File: src/rtl/uart_lw_pkg.sv
package uart_lw_pkg;

    typedef enum logic [1:0] {
        LW_BOOT,
        LW_LOW_BLIND,
        LW_LOW_TIMED,
        LW_HIGH
    } lw_state_t;

    typedef enum logic [1:0] {
        CNT_HOLD,
        CNT_ZERO,
        CNT_ONE,
        CNT_INC
    } cnt_op_t;

endpackage

File: src/rtl/lw_frame_len.sv
module lw_frame_len #(
    parameter int DB_W   = 4,
    parameter int BITW_W = 12,
    parameter int FL_W   = DB_W + 1 + BITW_W
) (
    input  logic [DB_W-1:0]   data_bits,
    input  logic              parity_en,
    input  logic              stop_two,
    input  logic [BITW_W-1:0] bit_width,
    output logic [FL_W-1:0]   frame_len
);
    localparam int FB_W = DB_W + 1;

    logic [FB_W-1:0] frame_bits;

    // start + first stop are always present; the other terms are optional
    always_comb begin
        frame_bits = FB_W'(2) + FB_W'(data_bits) + FB_W'(parity_en) + FB_W'(stop_two);
        frame_len  = FL_W'(frame_bits) * FL_W'(bit_width);
    end

    initial begin
        a_r2_width_ok: assert (DB_W >= 2 && FL_W >= FB_W + BITW_W)
            else $error("frame length width too small");
    end

endmodule

File: src/rtl/lw_run_counter.sv
module lw_run_counter
    import uart_lw_pkg::*;
#(
    parameter int W = 20
) (
    input  logic         clk,
    input  logic         rst_n,
    input  cnt_op_t      op,
    output logic [W-1:0] cnt
);
    localparam logic [W-1:0] CNT_MAX = {W{1'b1}};

    always_ff @(posedge clk or negedge rst_n) begin
        if (!rst_n) begin
            cnt <= '0;
        end else begin
            unique case (op)
                CNT_HOLD: cnt <= cnt;
                CNT_ZERO: cnt <= '0;
                CNT_ONE:  cnt <= W'(1);
                CNT_INC:  cnt <= (cnt == CNT_MAX) ? cnt : cnt + 1'b1;
                default:  cnt <= cnt;
            endcase
        end
    end

    // a full counter stays full when asked to count on
    a_r8_no_wrap: assert property (@(posedge clk) disable iff (!rst_n)
        (op == CNT_INC && cnt == CNT_MAX) |=> (cnt == CNT_MAX));

endmodule

File: src/rtl/lw_ctrl.sv
module lw_ctrl
    import uart_lw_pkg::*;
#(
    parameter int CNT_W = 20,
    parameter int FL_W  = 17
) (
    input  logic             clk,
    input  logic             rst_n,
    input  logic             lvl,
    input  logic             frame_end,
    input  logic [FL_W-1:0]  frame_len,
    input  logic [CNT_W-1:0] lo_cnt,
    input  logic [CNT_W-1:0] hi_cnt,
    output cnt_op_t          lo_op,
    output cnt_op_t          hi_op,
    output logic             brk_pulse,
    output logic [CNT_W-1:0] brk_len,
    output logic             idle_pulse,
    output logic [CNT_W-1:0] idle_len
);
    localparam int CW = (FL_W > CNT_W) ? FL_W : CNT_W;
    localparam logic [CNT_W-1:0] CNT_MAX = {CNT_W{1'b1}};

    lw_state_t        st_q, st_d;
    logic [CNT_W-1:0] hi_plus;
    logic [CW-1:0]    fl_x, lo_x, hi_plus_x;
    logic             detect_en;
    logic             brk_fire, idle_fire;
    cnt_op_t          rise_hi_op;

    always_comb begin
        hi_plus    = (hi_cnt == CNT_MAX) ? hi_cnt : hi_cnt + 1'b1;
        fl_x       = CW'(frame_len);
        lo_x       = CW'(lo_cnt);
        hi_plus_x  = CW'(hi_plus);
        detect_en  = (frame_len != '0);
        rise_hi_op = frame_end ? CNT_ZERO : CNT_ONE;
    end

    // state register
    always_ff @(posedge clk or negedge rst_n) begin
        if (!rst_n) st_q <= LW_BOOT;
        else        st_q <= st_d;
    end

    // next state and counter commands
    always_comb begin
        st_d      = st_q;
        lo_op     = CNT_HOLD;
        hi_op     = CNT_HOLD;
        brk_fire  = 1'b0;
        idle_fire = 1'b0;
        unique case (st_q)
            LW_BOOT: begin
                if (lvl) begin
                    st_d  = LW_HIGH;
                    hi_op = rise_hi_op;
                end else begin
                    st_d  = LW_LOW_BLIND;
                end
            end
            LW_LOW_BLIND: begin
                if (lvl) begin
                    st_d  = LW_HIGH;
                    hi_op = rise_hi_op;
                end
            end
            LW_LOW_TIMED: begin
                if (lvl) begin
                    st_d     = LW_HIGH;
                    hi_op    = rise_hi_op;
                    brk_fire = detect_en && (lo_x >= fl_x);
                end else begin
                    lo_op = CNT_INC;
                end
            end
            LW_HIGH: begin
                if (!lvl) begin
                    st_d  = LW_LOW_TIMED;
                    lo_op = CNT_ONE;
                end else if (frame_end) begin
                    hi_op = CNT_ZERO;
                end else if (detect_en && (hi_plus_x >= fl_x)) begin
                    idle_fire = 1'b1;
                    hi_op     = CNT_ZERO;
                end else begin
                    hi_op = CNT_INC;
                end
            end
            default: st_d = LW_BOOT;
        endcase
    end

    // registered event outputs
    always_ff @(posedge clk or negedge rst_n) begin
        if (!rst_n) begin
            brk_pulse  <= 1'b0;
            brk_len    <= '0;
            idle_pulse <= 1'b0;
            idle_len   <= '0;
        end else begin
            brk_pulse  <= brk_fire;
            idle_pulse <= idle_fire;
            if (brk_fire)  brk_len  <= lo_cnt;
            if (idle_fire) idle_len <= hi_plus;
        end
    end

    // never both events in one cycle
    a_r9_exclusive: assert property (@(posedge clk) disable iff (!rst_n)
        !(brk_pulse && idle_pulse));

    // break is a single-cycle strobe
    a_r9_brk_single: assert property (@(posedge clk) disable iff (!rst_n)
        brk_pulse |=> !brk_pulse);

    // idle is a single-cycle strobe
    a_r9_idle_single: assert property (@(posedge clk) disable iff (!rst_n)
        idle_pulse |=> !idle_pulse);

    // a reported break is at least one character time long
    a_r4_brk_min: assert property (@(posedge clk) disable iff (!rst_n)
        brk_pulse |-> (CW'(brk_len) >= fl_x));

    // a low run whose start was not seen cannot end in a break
    a_r4_blind_quiet: assert property (@(posedge clk) disable iff (!rst_n)
        (st_q == LW_LOW_BLIND) |=> !brk_pulse);

    // an idle report covers at least one character time
    a_r5_idle_min: assert property (@(posedge clk) disable iff (!rst_n)
        idle_pulse |-> (CW'(idle_len) >= fl_x));

    // a low sample is never followed by an idle report
    a_r7_low_cancels: assert property (@(posedge clk) disable iff (!rst_n)
        !lvl |=> !idle_pulse);

    // a seeding strobe on a high sample suppresses idle for that sample
    a_r6_seed_quiet: assert property (@(posedge clk) disable iff (!rst_n)
        (lvl && frame_end) |=> !idle_pulse);

endmodule

File: src/rtl/uart_line_watch.sv
module uart_line_watch
    import uart_lw_pkg::*;
#(
    parameter int DB_W   = 4,
    parameter int BITW_W = 12,
    parameter int CNT_W  = 20
) (
    input  logic              clk,
    input  logic              rst_n,
    input  logic              line_in,
    input  logic              invert,
    input  logic [DB_W-1:0]   data_bits,
    input  logic              parity_en,
    input  logic              stop_two,
    input  logic [BITW_W-1:0] bit_width,
    input  logic              frame_end,
    output logic              brk_pulse,
    output logic [CNT_W-1:0]  brk_len,
    output logic              idle_pulse,
    output logic [CNT_W-1:0]  idle_len
);
    localparam int FL_W = DB_W + 1 + BITW_W;

    logic             lvl;
    logic [FL_W-1:0]  frame_len;
    logic [CNT_W-1:0] lo_cnt, hi_cnt;
    cnt_op_t          lo_op, hi_op;

    assign lvl = line_in ^ invert;

    lw_frame_len #(
        .DB_W   (DB_W),
        .BITW_W (BITW_W),
        .FL_W   (FL_W)
    ) u_len (
        .data_bits (data_bits),
        .parity_en (parity_en),
        .stop_two  (stop_two),
        .bit_width (bit_width),
        .frame_len (frame_len)
    );

    lw_run_counter #(.W(CNT_W)) u_lo_cnt (
        .clk   (clk),
        .rst_n (rst_n),
        .op    (lo_op),
        .cnt   (lo_cnt)
    );

    lw_run_counter #(.W(CNT_W)) u_hi_cnt (
        .clk   (clk),
        .rst_n (rst_n),
        .op    (hi_op),
        .cnt   (hi_cnt)
    );

    lw_ctrl #(
        .CNT_W (CNT_W),
        .FL_W  (FL_W)
    ) u_ctrl (
        .clk        (clk),
        .rst_n      (rst_n),
        .lvl        (lvl),
        .frame_end  (frame_end),
        .frame_len  (frame_len),
        .lo_cnt     (lo_cnt),
        .hi_cnt     (hi_cnt),
        .lo_op      (lo_op),
        .hi_op      (hi_op),
        .brk_pulse  (brk_pulse),
        .brk_len    (brk_len),
        .idle_pulse (idle_pulse),
        .idle_len   (idle_len)
    );

endmodule

File: config.mk
export PLATFORM = sky130hd
export DESIGN_NAME = uart_line_watch
export DESIGN_NICKNAME = d
export VERILOG_FILES = /design/src/rtl/uart_lw_pkg.sv /design/src/rtl/lw_frame_len.sv /design/src/rtl/lw_run_counter.sv /design/src/rtl/lw_ctrl.sv /design/src/rtl/uart_line_watch.sv
export SDC_FILE = /design/constraint.sdc
export NUM_CORES = 1
export LEC_CHECK = 0
export BUFFER_PORTS_ARGS = -buffer_cell sky130_fd_sc_hd__buf_4
export CAP_MARGIN = 30
export CORE_MARGIN = 2
export CORE_UTILIZATION = 50
export CTS_CLUSTER_SIZE = 14
export DETAILED_ROUTE_END_ITERATION = 10
export PLACE_DENSITY_LB_ADDON = 0.15
export SYNTH_ARGS = -nofsm -noshare
export SYNTH_HDL_FRONTEND = slang
export SYNTH_SLANG_ARGS = --single-unit
File: constraint.sdc
create_clock -name clk -period 4.1 [get_ports clk]
set_input_delay 1.025 -clock clk [delete_from_list [all_inputs] [get_ports clk]]
set_output_delay 1.025 -clock clk [all_outputs]
set_load 0.03 [all_outputs]
==> out/results.ini, run 1 <==
[timing]
slew_violations=0
fin_skew_ns=0.00997
rsz0062_at_grt=true
fin_crit_sh=1.72
period_needed_ns=7.04
maxSlewHeadroom=0.530
hold_violations=0
fmax_mhz=142
fin_ws_ns=-2.94
tightest_slew_ns=0.702
finalSetupViolations=62

[synth]
synth_edf_count=0
synth_commonest_cells=nand2_1 (94), dfrtp_1 (84), ha_1 (60), inv_1 (42), o21ai_0 (42)
avgSynthCellArea_um2=9.42
ys_top_cells_by_area=dfrtp_1 (30%), ha_1 (11%), fa_1 (8.9%)
yosysMostFrequentCell=nand2_1
synth-async-reset-ratio=1.00
synth-main-ff-cell=dfrtp_1
seq_area_frac_synth=0.302
ys_seq_elements=84
syn_nets=852
syn_area_um2=6950
synth_top_area_share=0.302
ys_warn_count=0
netlist_instances=738
synth_top_cell_by_area=dfrtp_1
synth_cell_type_count=69

[clock_network]
htreeDepth=3
cts_hold_buffers=0
cts_buffers=9
clk_pin_slew_ns=0.07
cts_root_buffer=clkbuf_16
tritoncts=yes
clock-sinks=84
clk_path_buf_depth=2
clk_latency_ns=0.35

[drt]
drc_errors=0
vias=6348
wl_mm=18.9
drtPass1Iterations=5
final_antenna_net_count=0
viasPerCell=5.56
drt-initial-drc-count=459
wl_per_cell_um=16.6

[placed_design]
placement.io_buffers=64
placed_cells=1092
gp_congestion=0.855
place_worst_setup_slack_ns=-3.65
dpl.hpwl_mm=13.8

[final_layout]
multi_input_area_um2=5110
diodes=0
fill_cells=1034
layoutNonFillerInstCount=1142
drive_above_1_share=0.396
final_util=0.711
syn2layout_area_growth_pct=40.4
nNetsFinal=1071
seq_area_um2=2100

[worst_setup_path]
cp-end-kind=flip-flop
critPathKind=primary input to flip-flop
cpMaxStageDelayCell=fa_1
path_max_fanout=7
crit_path_start_kind=primary input
slowest_delay_ns=0.57
arrival_ns=7.28
crit_required_ns=4.34

[die]
io_pins=65
start_util=0.507
fp.coreArea_um2=13700
die_w_um=122
die_h_um=122
fp.dieArea_um2=14900
rows=43

[global_route]
grt-ovfl-total=0
antenna_found_initial=0
grtUsageTotal=0.259
grt_pass1_wl_mm=30.5
grt_start_max_net_pins=59
grt_pass1_vias=6302

[outcome]
status=finished with violations
violations=negative setup slack

[run]
cap_violations=0

[hold_path]
hold_class=flip-flop to flip-flop

[pwr]
leakage_uw=0.00478
power.total_uw=4390
ir_worst_vdd_v=0.000317
power.density_nw_per_um2=451

cell usage in the layout, fill, tap and decap left out, types with 4 or more instances in the layout:
cell       instances
a21o_1            11
a21oi_1           29
a21oi_2           11
a31oi_1            4
and2_1            16
and3_1             7
and4_1             4
buf_12             4
buf_4            209
buf_6             13
clkbuf_16          9
dfrtp_1           84
fa_1              28
ha_1              47
ha_2               4
ha_4               9
inv_1             35
inv_2              5
mux2_4            33
nand2_1           83
nand2_2           10
nand3_1           20
nand4_1           16
nor2_1            39
nor2_4             5
nor2b_1           27
nor3_1             4
nor4_1             4
o21a_1             4
o21ai_0           24
o21ai_1            7
o21ai_2           11
o21ai_4            4
o31ai_1            4
or2_2              6
or3_1             11
xnor2_1           17
xor2_1            23
report_power, final:
group	internal, uW	total (uW)	switching [uW]
registers	861	899	38.3
logic	1340	2710	1370
clock network	435	787	353
logic make-up after synthesis:
| kind of cell | Yosys count | synth area share |
|---|---|---|
| adder cells (fa/ha/maj) | 94 | 0.202 |
| buffers and inverters | 68 | 0.0418 |
| XOR/XNOR | 44 | 0.0565 |
| flip-flops | 84 | 0.302 |
| AND/OR/NAND/NOR | 269 | 0.194 |
| multiplexers | 37 | 0.0693 |
| AO/OA/AOI/OAI | 142 | 0.134 |
per-stage QoR:
stage | TNS, ns | area [um2] | hold WS [ns]
after floorplan | -171.66 | 7200 | 0.499
final | -174.55 | 9760 | 0.488
after detailed placement | -213.84 | 8780 | 0.481
after CTS | -173.43 | 9460 | 0.494
after global routing | -189.33 | 9760 | 0.523
after global placement | -207.44 | 8740 | 0.474
critical path: cells and delay by family:
kind / cells / cell delay (ns)
AOI/OAI and AO/OA: 7 / 1.03
and+or+nand+nor: 4 / 0.60
buffers and inverters: 9 / 0.89
xor gates and xnor gates: 1 / 0.16
muxes: 1 / 0.30
adders and majority gates: 9 / 3.25
state kept, by name (all words and copies together) (netlist names):
signal	cells
u_ctrl.brk_len	20
u_ctrl.brk_pulse	1
u_ctrl.idle_len	20
u_ctrl.idle_pulse	1
u_ctrl.st_q	2
u_hi_cnt.cnt	20
u_lo_cnt.cnt	20
metal layers:
metal,up-vias,GRT usage,wire (um)
met3,41,0.0384,776
met4,0,0.0884,499
met5,-,0,0
li1,3015,-,-
met1,3132,0.332,8160
met2,160,0.447,9460
final timing paths:
kind / startpoint / slack [ns] / endpoint / depth (start not counted)
worst max-delay path: data_bits[0] / -2.94 / u_ctrl.brk_len[11] / 31
worst min register to register: u_ctrl.brk_len[0] / 0.49 / u_ctrl.brk_len[0] / 2
max in group asynchronous: rst_n / 2.89 / u_hi_cnt.cnt[17] / 2
min in group asynchronous: rst_n / 0.59 / u_ctrl.brk_len[0] / 1
worst max register to register: u_hi_cnt.cnt[0] / -0.43 / u_ctrl.idle_len[10] / 21
worst min-delay path: u_ctrl.brk_len[0] / 0.49 / u_ctrl.brk_len[0] / 2
area by class of cell:
class                      count  area share
clock inverter                 5     0.00436
inverter                      42      0.0172
sequential                    84       0.215
tap                          180      0.0231
clock buffer                  11      0.0249
multi-input combinational    591       0.524
timing repair buffer         229       0.191
what timing repair did:
action,CTS,global route
setup endpoints to repair,62,62
resized for setup,47,36
buffers inserted,15,15
pin swaps,37,28
cloned,5,1
Note: power is estimated with default switching activity, not from simulation.
==> inputs of run 2 (changes only) <==
- CELL_PAD_IN_SITES_DETAIL_PLACEMENT: default -> 0
- CELL_PAD_IN_SITES_GLOBAL_PLACEMENT: default -> 1
- CORE_UTILIZATION: 50 -> 43
==> run 2 against run 1 <==
The run still ends with negative setup slack left; critical path depth down 3; via count decreased by 1.5%; die area grew 16%; non-clock buffer count increased by 3; final area rose by 0.67%; power is 5.5% higher; largest cell class unchanged; wire length rose by 0.14%; clock-buffer cell count decreased by 2; combinational power grew 7%; sequential power hardly changed.
==> out/results.ini, run 2 (synthesized netlist as in run 1, its figures left out) <==
[die]
fp.coreArea_um2=15800  ; was 13700 um2
start_util=0.439  ; was 0.507
io_pins=65  ; unchanged
fp.dieArea_um2=17200  ; was 14900 um2
rows=46  ; was 43
die_h_um=131  ; was 122 um
die_w_um=131  ; was 122 um

[timing]
fin_crit_sh=1.72  ; about the same
slew_violations=0  ; unchanged
tightest_slew_ns=0.544  ; was 0.702 ns
fin_skew_ns=0.00940  ; was 0.00997 ns
finalSetupViolations=62  ; unchanged
period_needed_ns=7.06  ; was 7.04 ns
maxSlewHeadroom=0.635  ; was 0.530
fin_ws_ns=-2.96  ; was -2.94 ns
rsz0062_at_grt=true  ; unchanged
hold_violations=0  ; unchanged
fmax_mhz=142  ; about the same

[pwr]
p_sw_uw=1850  ; was 1760 uW
clkPwrFrac=0.180  ; was 0.179
ir_worst_vdd_v=0.000260  ; was 0.000317 V
leakage_uw=0.00479  ; was 0.00478 uW
combPwrFrac=0.626  ; was 0.616
seq_power_share=0.194  ; was 0.205
p_int_uw=2780  ; was 2630 uW
netSwitchingFraction=0.400  ; was 0.401
power.total_uw=4630  ; was 4390 uW
power.density_nw_per_um2=472  ; was 451 nW/um2

[global_route]
grt-ovfl-total=0  ; unchanged
grt_pass1_wl_mm=31.4  ; was 30.5 mm
grt_start_max_net_pins=52  ; was 59
antenna_found_initial=0  ; unchanged
grt_pass1_vias=6441  ; was 6302
grtUsageTotal=0.224  ; was 0.259

[placed_design]
placement.io_buffers=64  ; unchanged
gp_congestion=0.906  ; was 0.855
placed_area_um2=8870  ; was 8780 um2
dpl.hpwl_mm=14.0  ; was 13.8 mm

[drt]
drtPass1Iterations=5  ; unchanged
wl_per_cell_um=16.1  ; was 16.6 um
drt-initial-drc-count=396  ; was 459
wl_mm=18.9  ; about the same
final_antenna_net_count=0  ; unchanged
viasPerCell=5.30  ; was 5.56
drc_errors=0  ; unchanged
vias=6250  ; was 6348

[clock_network]
cts_hold_buffers=0  ; unchanged
cts_root_buffer=clkbuf_16  ; unchanged
clock-sinks=84  ; unchanged
clk_pin_slew_ns=0.08  ; was 0.07 ns
htreeDepth=3  ; unchanged
clk_path_buf_depth=2  ; unchanged
cts_buffers=9  ; unchanged
tritoncts=yes  ; unchanged
clk_latency_ns=0.37  ; was 0.35 ns

[outcome]
violations=negative setup slack  ; unchanged
status=finished with violations  ; unchanged

[final_layout]
syn2layout_area_growth_pct=41.3  ; was 40.4%
design_area_um2=9820  ; was 9760 um2
final_cell_mix=buf_4 (211), dfrtp_1 (84), nand2_1 (81)  ; was buf_4 (209), dfrtp_1 (84), nand2_1 (83)
final_common_cell=buf_4  ; unchanged
final_util=0.620  ; was 0.711
diodes=0  ; unchanged
nNetsFinal=1072  ; was 1071
drive_above_1_share=0.395  ; was 0.396

[worst_setup_path]
critPathKind=primary input to flip-flop  ; unchanged
crit_path_start_kind=primary input  ; unchanged
path_max_fanout=8  ; was 7
crit_required_ns=4.35  ; was 4.34 ns
cp-end-kind=flip-flop  ; unchanged
arrival_ns=7.31  ; was 7.28 ns

[run]
cap_violations=0  ; unchanged

[hold_path]
hold_class=flip-flop to flip-flop  ; unchanged

[run 2: metal layers]
layer,share of wire,up-vias,GRT usage,wire (um)
li1,-,3026,-,-
met1,0.44,3061,0.285,8390
met2,0.50,132,0.393,9430
met3,0.038,31,0.0351,725
met4,0.020,0,0.0676,385
met5,0,-,0,0
[run 2: worst max-delay path: stages]
cell and delay [ns]:
buf_8 0.07, inv_4 0.03, fa_2 0.41, ha_4 0.23, xnor2_4 0.28, nand2_1 0.11, fa_1 0.49, inv_1 0.06
fa_1 0.59, fa_1 0.47, ha_4 0.19, buf_4 0.13, a21o_1 0.19, a211oi_2 0.30, nor2_1 0.10, or2_1 0.26
xnor2_1 0.13, buf_4 0.15, ha_1 0.29, a21o_1 0.18, a21oi_2 0.14, o31ai_2 0.09, maj3_2 0.31, maj3_2 0.33
o21ai_4 0.17, buf_6 0.13, buf_12 0.13, mux2_4 0.30
[run 2: worst paths after layout]
kind,slack (ns),to,cells after the start,startpoint
min reg2reg,0.50,u_ctrl.brk_len[18],1,u_ctrl.brk_len[18]
max,-2.96,u_ctrl.brk_len[6],28,data_bits[0]
min in group asynchronous,0.60,u_ctrl.brk_pulse,1,rst_n
max in group asynchronous,2.88,u_hi_cnt.cnt[1],2,rst_n
min,0.50,u_ctrl.brk_len[18],1,u_ctrl.brk_len[18]
max reg2reg,-0.34,u_ctrl.idle_len[11],20,u_hi_cnt.cnt[0]
[run 2: stage by stage]
step | TNS [ns] | setup WS, ns | instances | hold slack [ns]
2_1_floorplan | -171.66 | -2.94 | 738 | 0.499
3_3_place_gp | -210.52 | -3.55 | 1131 | 0.475
3_5_place_dp | -216.32 | -3.66 | 1133 | 0.487
4_1_cts | -172.07 | -2.92 | 1176 | 0.505
5_1_grt | -190.80 | -3.20 | 1179 | 0.524
6_report | -176.07 | -2.96 | 1179 | 0.502
[run 2: timing repair]
action,CTS,global route
pin swaps,29,17
buffers inserted,24,5
endpoints found under the setup margin,62,62
resized for setup,47,35
cloned,4,0
[run 2: layout make-up]
type                       instances  area [um2]
tap                              216         270
fill                            1355        6010
inverter                          42         168
multi-input combinational        589        5100
sequential                        84        2100
clock inverter                     7        76.3
clock buffer                       9         225
timing repair buffer             232        1870
[run 2: power by group through the flow]
stage | sequential (uW) | clock (uW) | combinational [uW]
global placement | 912 | 0 | 2240
finish | 899 | 833 | 2900
global route | 906 | 887 | 3170
floorplan | 918 | 0 | 1330
detailed placement | 914 | 0 | 2310
CTS | 898 | 848 | 2690
